$ cat src/rtl/wtc_pkg.sv
// Shared types for the write-through snooping cache.
// Assumes nothing beyond the users importing it.
package wtc_pkg;
    typedef enum logic [1:0] {
        ST_IDLE = 2'd0,   // accept processor requests
        ST_WR   = 2'd1,   // single-word write on the bus
        ST_FILL = 2'd2,   // line fetch, one word per beat
        ST_DONE = 2'd3    // one-cycle completion to the processor
    } wtc_state_e;
endpackage

$ cat src/rtl/wtc_tag_store.sv
// Valid bits and tags, one register pair per line.
// Port a serves the controller lookup, port b the snoop lookup.
// A clear wins over a set to the same line in the same cycle.
module wtc_tag_store #(
    parameter int LINES = 16,
    parameter int TAG_W = 4,
    localparam int IDX_W = $clog2(LINES)
) (
    input  logic             clk,
    input  logic             rst_n,
    input  logic [IDX_W-1:0] a_idx,
    output logic             a_valid,
    output logic [TAG_W-1:0] a_tag,
    input  logic [IDX_W-1:0] b_idx,
    output logic             b_valid,
    output logic [TAG_W-1:0] b_tag,
    input  logic             set_en,
    input  logic             set_valid,
    input  logic [IDX_W-1:0] set_idx,
    input  logic [TAG_W-1:0] set_tag,
    input  logic             clr_en,
    input  logic [IDX_W-1:0] clr_idx,
    output logic [LINES-1:0] valid_vec
);
    logic [TAG_W-1:0] tag_arr [LINES];

    for (genvar i = 0; i < LINES; i++) begin : g_line
        logic             v_q;
        logic [TAG_W-1:0] t_q;

        // Valid bit: cleared by reset or snoop, written by the controller
        always_ff @(posedge clk) begin
            if (!rst_n)
                v_q <= 1'b0;
            else if (clr_en && clr_idx == IDX_W'(i))
                v_q <= 1'b0;
            else if (set_en && set_idx == IDX_W'(i))
                v_q <= set_valid;
        end

        // Tag register: written together with the valid bit
        always_ff @(posedge clk) begin
            if (set_en && set_idx == IDX_W'(i))
                t_q <= set_tag;
        end

        assign valid_vec[i] = v_q;
        assign tag_arr[i]   = t_q;
    end

    assign a_valid = valid_vec[a_idx];
    assign a_tag   = tag_arr[a_idx];
    assign b_valid = valid_vec[b_idx];
    assign b_tag   = tag_arr[b_idx];
endmodule

$ cat src/rtl/wtc_data_store.sv
// Line data storage, one write port and one combinational read port.
// Assumes the caller has already resolved write priority.
module wtc_data_store #(
    parameter int LINES  = 16,
    parameter int WORDS  = 4,
    parameter int DATA_W = 32,
    localparam int IDX_W = $clog2(LINES),
    localparam int OFF_W = $clog2(WORDS),
    localparam int DEPTH = LINES * WORDS
) (
    input  logic              clk,
    input  logic              we,
    input  logic [IDX_W-1:0]  w_idx,
    input  logic [OFF_W-1:0]  w_off,
    input  logic [DATA_W-1:0] w_data,
    input  logic [IDX_W-1:0]  r_idx,
    input  logic [OFF_W-1:0]  r_off,
    output logic [DATA_W-1:0] r_data
);
    logic [DATA_W-1:0] mem [DEPTH];

    // Word write
    always_ff @(posedge clk) begin
        if (we)
            mem[{w_idx, w_off}] <= w_data;
    end

    assign r_data = mem[{r_idx, r_off}];
endmodule

$ cat src/rtl/wtc_ctrl.sv
// Request sequencer: read hits, line fills, write-through and optional
// write-allocate. Assumes one bus beat completes per cycle with grant and
// acknowledge both high, and that no other cache writes while this one
// holds the bus; a snooped write to the line being filled still
// suppresses its valid bit as a safety net.
module wtc_ctrl
    import wtc_pkg::*;
#(
    parameter int ADDR_W      = 10,
    parameter int DATA_W      = 32,
    parameter int LINES       = 16,
    parameter int WORDS       = 4,
    parameter bit WRITE_ALLOC = 1'b0,
    localparam int OFF_W  = $clog2(WORDS),
    localparam int IDX_W  = $clog2(LINES),
    localparam int TAG_W  = ADDR_W - IDX_W - OFF_W,
    localparam int LINE_W = ADDR_W - OFF_W
) (
    input  logic              clk,
    input  logic              rst_n,
    input  logic              cpu_req,
    input  logic              cpu_we,
    input  logic [ADDR_W-1:0] cpu_addr,
    input  logic [DATA_W-1:0] cpu_wdata,
    output logic              cpu_ready,
    output logic              use_latched,
    output logic [DATA_W-1:0] rdata_q,
    output logic [IDX_W-1:0]  lk_idx,
    input  logic              lk_valid,
    input  logic [TAG_W-1:0]  lk_tag,
    input  logic              snp_res_hit,
    input  logic [IDX_W-1:0]  snp_idx,
    input  logic              snp_wr_other,
    input  logic [LINE_W-1:0] snp_line,
    output logic              bus_req,
    output logic              bus_we,
    output logic [ADDR_W-1:0] bus_addr,
    output logic [DATA_W-1:0] bus_wdata,
    input  logic              bus_gnt,
    input  logic              bus_ack,
    input  logic [DATA_W-1:0] bus_rdata,
    output logic              dw_en,
    output logic [OFF_W-1:0]  dw_off,
    output logic [DATA_W-1:0] dw_data,
    output logic              ts_en,
    output logic              ts_valid,
    output logic [TAG_W-1:0]  ts_tag
);
    wtc_state_e        state;
    logic [ADDR_W-1:0] addr_q;
    logic [DATA_W-1:0] wdata_q;
    logic [OFF_W-1:0]  beat;
    logic              alloc_q;
    logic              taint_q;

    logic [OFF_W-1:0]  cpu_off, q_off;
    logic [IDX_W-1:0]  cpu_idx, q_idx;
    logic [TAG_W-1:0]  cpu_tag, q_tag, cmp_tag;
    logic              idle, hit, kill, rd_hit_ok, beat_done, last_beat, snp_fill_now;

    assign cpu_off = cpu_addr[OFF_W-1:0];
    assign cpu_idx = cpu_addr[OFF_W +: IDX_W];
    assign cpu_tag = cpu_addr[ADDR_W-1 -: TAG_W];
    assign q_off   = addr_q[OFF_W-1:0];
    assign q_idx   = addr_q[OFF_W +: IDX_W];
    assign q_tag   = addr_q[ADDR_W-1 -: TAG_W];

    assign idle      = (state == ST_IDLE);
    assign lk_idx    = idle ? cpu_idx : q_idx;
    assign cmp_tag   = idle ? cpu_tag : q_tag;
    assign hit       = lk_valid && (lk_tag == cmp_tag);
    assign kill      = snp_res_hit && (snp_idx == lk_idx);
    assign rd_hit_ok = idle && cpu_req && !cpu_we && hit && !kill;
    assign beat_done = bus_gnt && bus_ack;
    assign last_beat = (beat == OFF_W'(WORDS - 1));
    assign snp_fill_now = snp_wr_other && (snp_line == addr_q[ADDR_W-1:OFF_W]);

    assign cpu_ready   = rd_hit_ok || (state == ST_DONE);
    assign use_latched = (state == ST_DONE);
    assign bus_req     = (state == ST_WR) || (state == ST_FILL);
    assign bus_we      = (state == ST_WR);
    assign bus_addr    = (state == ST_WR) ? addr_q : {q_tag, q_idx, beat};
    assign bus_wdata   = wdata_q;
    assign ts_tag      = cmp_tag;

    // Storage write requests issued by the current state
    always_comb begin
        dw_en    = 1'b0;
        dw_off   = q_off;
        dw_data  = wdata_q;
        ts_en    = 1'b0;
        ts_valid = 1'b0;
        unique case (state)
            ST_IDLE: begin
                if (cpu_req && !cpu_we && !rd_hit_ok)
                    ts_en = 1'b1;                  // drop the line before refilling it
            end
            ST_WR: begin
                if (beat_done && hit)
                    dw_en = 1'b1;                  // write hit: refresh the cached word
                if (beat_done && alloc_q)
                    ts_en = 1'b1;                  // allocate: invalidate, then fill
            end
            ST_FILL: begin
                if (beat_done) begin
                    dw_en   = 1'b1;
                    dw_off  = beat;
                    dw_data = bus_rdata;
                    if (last_beat) begin
                        ts_en    = 1'b1;
                        ts_valid = !taint_q && !snp_fill_now;
                    end
                end
            end
            default: ;
        endcase
    end

    // State sequencing and request latching
    always_ff @(posedge clk) begin
        if (!rst_n) begin
            state   <= ST_IDLE;
            addr_q  <= '0;
            wdata_q <= '0;
            beat    <= '0;
            alloc_q <= 1'b0;
            taint_q <= 1'b0;
            rdata_q <= '0;
        end else begin
            unique case (state)
                ST_IDLE: begin
                    if (cpu_req && !rd_hit_ok) begin
                        addr_q  <= cpu_addr;
                        wdata_q <= cpu_wdata;
                        beat    <= '0;
                        taint_q <= 1'b0;
                        alloc_q <= WRITE_ALLOC && !hit;
                        state   <= cpu_we ? ST_WR : ST_FILL;
                    end
                end
                ST_WR: begin
                    if (beat_done) begin
                        beat    <= '0;
                        taint_q <= 1'b0;
                        state   <= alloc_q ? ST_FILL : ST_DONE;
                    end
                end
                ST_FILL: begin
                    if (snp_fill_now)
                        taint_q <= 1'b1;
                    if (beat_done) begin
                        if (beat == q_off)
                            rdata_q <= bus_rdata;
                        beat <= beat + 1'b1;
                        if (last_beat)
                            state <= ST_DONE;
                    end
                end
                default: state <= ST_IDLE;
            endcase
        end
    end
endmodule

$ cat src/rtl/wt_snoop_cache.sv
// Direct-mapped write-through data cache with bus snooping.
// Assumes word addressing, power-of-two LINES and WORDS, and that a
// snooped write comes from another cache that has written it through.
// Snoop effect: invalidate (SNOOP_UPDATE=0) or overwrite (SNOOP_UPDATE=1).
module wt_snoop_cache #(
    parameter int             ADDR_W       = 10,
    parameter int             DATA_W       = 32,
    parameter int             LINES        = 16,
    parameter int             WORDS        = 4,
    parameter int             ID_W         = 2,
    parameter logic [ID_W-1:0] MY_ID       = '0,
    parameter bit             SNOOP_UPDATE = 1'b0,
    parameter bit             WRITE_ALLOC  = 1'b0,
    localparam int OFF_W  = $clog2(WORDS),
    localparam int IDX_W  = $clog2(LINES),
    localparam int TAG_W  = ADDR_W - IDX_W - OFF_W,
    localparam int LINE_W = ADDR_W - OFF_W
) (
    input  logic              clk,
    input  logic              rst_n,
    input  logic              cpu_req,
    input  logic              cpu_we,
    input  logic [ADDR_W-1:0] cpu_addr,
    input  logic [DATA_W-1:0] cpu_wdata,
    output logic [DATA_W-1:0] cpu_rdata,
    output logic              cpu_ready,
    output logic              bus_req,
    input  logic              bus_gnt,
    output logic              bus_we,
    output logic [ADDR_W-1:0] bus_addr,
    output logic [DATA_W-1:0] bus_wdata,
    output logic [ID_W-1:0]   bus_id,
    input  logic              bus_ack,
    input  logic [DATA_W-1:0] bus_rdata,
    input  logic              snp_valid,
    input  logic              snp_we,
    input  logic [ID_W-1:0]   snp_id,
    input  logic [ADDR_W-1:0] snp_addr,
    input  logic [DATA_W-1:0] snp_wdata
);
    logic [IDX_W-1:0]  lk_idx, snp_idx;
    logic [TAG_W-1:0]  lk_tag, snp_tag, sb_tag, ts_tag;
    logic [OFF_W-1:0]  snp_off, dw_off, ds_off;
    logic              lk_valid, sb_valid, snp_wr_other, snp_res_hit;
    logic              ts_en, ts_valid, clr_en, dw_en, ds_we, use_latched;
    logic [DATA_W-1:0] dw_data, ds_data, rdata_q, store_rd;
    logic [LINES-1:0]  valid_vec;

    assign bus_id       = MY_ID;
    assign snp_idx      = snp_addr[OFF_W +: IDX_W];
    assign snp_tag      = snp_addr[ADDR_W-1 -: TAG_W];
    assign snp_off      = snp_addr[OFF_W-1:0];
    assign snp_wr_other = snp_valid && snp_we && (snp_id != MY_ID);
    assign snp_res_hit  = snp_wr_other && sb_valid && (sb_tag == snp_tag);

    // Snoop effect picked by parameter: drop the line or patch the word
    if (SNOOP_UPDATE) begin : g_upd
        assign clr_en  = 1'b0;
        assign ds_we   = dw_en || snp_res_hit;
        assign ds_off  = dw_en ? dw_off  : snp_off;
        assign ds_data = dw_en ? dw_data : snp_wdata;
    end else begin : g_inv
        assign clr_en  = snp_res_hit;
        assign ds_we   = dw_en;
        assign ds_off  = dw_off;
        assign ds_data = dw_data;
    end

    logic [IDX_W-1:0] ds_idx;
    assign ds_idx    = dw_en ? lk_idx : snp_idx;
    assign cpu_rdata = use_latched ? rdata_q : store_rd;

    wtc_tag_store #(.LINES(LINES), .TAG_W(TAG_W)) u_tags (
        .clk(clk), .rst_n(rst_n),
        .a_idx(lk_idx), .a_valid(lk_valid), .a_tag(lk_tag),
        .b_idx(snp_idx), .b_valid(sb_valid), .b_tag(sb_tag),
        .set_en(ts_en), .set_valid(ts_valid), .set_idx(lk_idx), .set_tag(ts_tag),
        .clr_en(clr_en), .clr_idx(snp_idx),
        .valid_vec(valid_vec)
    );

    wtc_data_store #(.LINES(LINES), .WORDS(WORDS), .DATA_W(DATA_W)) u_data (
        .clk(clk), .we(ds_we), .w_idx(ds_idx), .w_off(ds_off), .w_data(ds_data),
        .r_idx(cpu_addr[OFF_W +: IDX_W]), .r_off(cpu_addr[OFF_W-1:0]), .r_data(store_rd)
    );

    wtc_ctrl #(
        .ADDR_W(ADDR_W), .DATA_W(DATA_W), .LINES(LINES), .WORDS(WORDS),
        .WRITE_ALLOC(WRITE_ALLOC)
    ) u_ctrl (
        .clk(clk), .rst_n(rst_n),
        .cpu_req(cpu_req), .cpu_we(cpu_we), .cpu_addr(cpu_addr), .cpu_wdata(cpu_wdata),
        .cpu_ready(cpu_ready), .use_latched(use_latched), .rdata_q(rdata_q),
        .lk_idx(lk_idx), .lk_valid(lk_valid), .lk_tag(lk_tag),
        .snp_res_hit(snp_res_hit), .snp_idx(snp_idx),
        .snp_wr_other(snp_wr_other), .snp_line(snp_addr[ADDR_W-1:OFF_W]),
        .bus_req(bus_req), .bus_we(bus_we), .bus_addr(bus_addr), .bus_wdata(bus_wdata),
        .bus_gnt(bus_gnt), .bus_ack(bus_ack), .bus_rdata(bus_rdata),
        .dw_en(dw_en), .dw_off(dw_off), .dw_data(dw_data),
        .ts_en(ts_en), .ts_valid(ts_valid), .ts_tag(ts_tag)
    );
endmodule

$ cat config.mk
export PLATFORM = sky130hd
export DESIGN_NAME = wt_snoop_cache
export DESIGN_NICKNAME = d
export VERILOG_FILES = /design/src/rtl/wtc_pkg.sv /design/src/rtl/wtc_tag_store.sv /design/src/rtl/wtc_data_store.sv /design/src/rtl/wtc_ctrl.sv /design/src/rtl/wt_snoop_cache.sv
export SDC_FILE = /design/constraint.sdc
export NUM_CORES = 2
export LEC_CHECK = 0
export BUFFER_PORTS_ARGS = -buffer_cell sky130_fd_sc_hd__buf_2
export CAP_MARGIN = 10
export CELL_PAD_IN_SITES_DETAIL_PLACEMENT = 1
export CELL_PAD_IN_SITES_GLOBAL_PLACEMENT = 2
export CORE_UTILIZATION = 45
export CTS_CLUSTER_DIAMETER = 40
export CTS_CLUSTER_SIZE = 16
export DETAILED_ROUTE_END_ITERATION = 16
export GPL_TIMING_DRIVEN = 0
export MAX_ROUTING_LAYER = met4
export PLACE_DENSITY = 0.82
export SLEW_MARGIN = 20
export SYNTH_ARGS = -nofsm -noshare
export SYNTH_HDL_FRONTEND = slang
export SYNTH_HIERARCHICAL = 1
export SYNTH_SLANG_ARGS = --single-unit
$ cat constraint.sdc
create_clock -name clk -period 6.3 [get_ports clk]
set_input_delay 0.63 -clock clk [delete_from_list [all_inputs] [get_ports clk]]
set_output_delay 0.63 -clock clk [all_outputs]
set_load 0.1 [all_outputs]
==> impl_metrics.tcl <==
set metrics [dict create \
    violations "setup timing" \
    p_leak_uw 0.0347 \
    synth_area_mm2 0.0864 \
    slew_headroom_pct 15.5 \
    numPortBuffers 168 \
    die_area_mm2 0.194 \
    cp_slowest_cell "a221oi_1" \
    layout.nets 5062 \
    critical_path_peak_fanout 10 \
    routedWlPerCell_um 40.0 \
    clock-root-buffer "clkbuf_16" \
    hold_depth 3 \
    drt_pass1_iterations 8 \
    cts.htree.levels 5 \
    path_class "primary input to primary output" \
    overflow 0 \
    core_mm2 0.190 \
    grt_pass1_wl_um 420000 \
    grt_pass1_vias 52116 \
    fillers 16483 \
    reg2reg_depth 20 \
    finClkSkew_ns 0.0650 \
    drive_gt1_share_pct 34.0 \
    yosys_warnings 6 \
    tritoncts "done" \
    worstMarginPinSlew_ns 1.27 \
    clk_path_buf_depth 4 \
    final-hold-violation-count 0 \
    fin_crit_sh_pct 103 \
    pin_count 205 \
    post-route-min-period_ns 6.52 \
    antenna_found_initial 24 \
    cp.arrival_ns 5.89 \
    num_vias 51094 \
    grt_max_degree 65 \
    areaGrowthSynthToFinish_pct 22.4 \
    status "finished with violations" \
    routed_wl_um 308000 \
    path_cells "buf_2 > clkbuf_1 > buf_4 > nand3b_1 > o221ai_1 > a21oi_1 > a21oi_1 > a221oi_1 > mux2_4 > buf_2" \
    gr-usage-all-layers_pct 32.6 \
    whs_ns 0.0390 \
    p_per_area_mw_per_mm2 365 \
    worstPathRequired_ns 5.67 \
    fmax_mhz 153 \
    rsz0062_at_grt "yes" \
    num_rows 160 \
    hp-class "primary input to register" \
    place_congestion 0.867 \
    clk-insertion-delay-late_ns 0.96 \
    timing.max_cap.violations 0 \
    critPathLaunchType "primary input" \
    fin_total_pwr_uw 38700 \
    die_x_um 440 \
    setup_viol 6 \
    layout_setup_ws_ns -0.216 \
    die_height_um 440 \
    syn_area_per_cell_um2 20.7 \
    slew_violations 0 \
    cts.sinks 2207 \
    drtAntennaViolNets 0 \
    drtIter0Drc 8252 \
    ir_drop_v 0.000337 \
    start_util_pct 45.4 \
    viasPerCell 6.65 \
    syn_inst 4185 \
    slowest_delay_ns 1.06 \
    hpwl_um 195000 \
    path_clk_slew_ns 0.05 \
    cts_buffers 299 \
    drcViolationCount 0 \
    endpoint_kind "primary output" \
]
## per-stage QoR
step	area [um^2]	instances	setup WS (ns)	util, %	TNS, ns
after global placement	90400	6865	-3.41	47.5	-5585.35
after floorplan	86500	4186	0.437	-	0
after detailed placement	94500	7016	-0.906	49.6	-925.81
after CTS	106000	7647	0.00593	55.4	0
after global routing	106000	7681	-0.0709	55.6	-1.89
final	106000	7684	-0.216	55.6	-0.800
## power by group
group / internal [uW] / leakage, uW / switching (uW)
registers: 16900 / 0.0202 / 95.6
logic: 1120 / 0.00975 / 3380
clock network: 10000 / 0.00479 / 7080
total: 28100 / 0.0347 / 10600
## worst max-delay path, delay by kind of cell
| kind | cells | cell delay (ns) |
|---|---|---|
| AO/OA/AOI/OAI | 4 | 2.35 |
| buffers and inverters | 4 | 1.99 |
| AND/OR/NAND/NOR | 1 | 0.53 |
| multiplexers | 1 | 0.30 |
## final timing paths
kind	startpoint	slack (ns)	endpoint
min	bus_rdata[18]	0.04	u_ctrl/rdata_q[18]
max reg2reg	u_ctrl/state[0]	0.04	u_data/mem[61][13]
max	cpu_addr[3]	-0.22	cpu_rdata[17]
min reg2reg	u_ctrl/taint_q	0.48	u_ctrl/taint_q
## layout by cell type (no fill, tap or decap), types with 24 or more instances in the layout
master	count
nand3_1	75
clkbuf_1	113
nor2_4	62
nor3_1	37
o22ai_1	85
a22o_1	35
nor2_1	67
mux2_4	30
mux2i_1	83
dlygate4sd3_1	55
inv_6	38
dfxtp_1	95
edfxtp_1	2112
a21oi_1	61
buf_12	99
inv_8	31
clkinv_4	26
a221oi_1	45
buf_4	119
nor2b_1	52
clkinvlp_4	25
buf_6	24
clkbuf_16	305
a22oi_1	64
o21ai_1	27
buf_2	225
nand2_1	170
mux2_2	29
o21ai_0	46
mux4_2	540
buf_16	59
## what timing repair did
| action | in CTS | in global routing |
|---|---|---|
| buffers inserted | 54 | 19 |
| hold buffers | 55 | 0 |
| hold endpoints to repair | 55 | 0 |
| setup endpoints to repair | 1741 | 912 |
| pin swaps | 22 | 10 |
| resized for setup | 7 | 9 |
## cell type report
type / instances / area, um^2 / share of cell area, %
repair buffers: 447 / 5510 / 5.20
well taps: 2511 / 3140 / 2.97
inverters: 15 / 56.3 / 0.0532
plain buffers: 253 / 1480 / 1.40
clock inverters: 194 / 2170 / 2.05
clock buffers: 329 / 7730 / 7.31
flip-flops and latches: 2207 / 65300 / 61.8
diodes: 20 / 50.0 / 0.0473
multi-input cells: 1708 / 20300 / 19.2
## registers in the layout, summed over array words and instances, names as in the netlist
register	flops
u_data/mem	2048
u_tags/g_line.v_q	16
u_tags/g_line.t_q	64
u_ctrl/bus_wdata	32
u_ctrl/addr_q	10
u_ctrl/rdata_q	32
u_ctrl/state	2
u_ctrl/beat	2
u_ctrl/taint_q	1
## layer usage
| metal | GRT usage (%) | part of all wire (%) | vias to the layer above |
|---|---|---|---|
| li1 | - | - | 19045 |
| met1 | 40.4 | 34 | 26678 |
| met2 | 49.6 | 46 | 4334 |
| met3 | 8.40 | 13 | 1037 |
| met4 | 17.0 | 6.4 | 0 |
| met5 | - | 0 | - |
No activity file was read; power rests on OpenSTA's default activity.
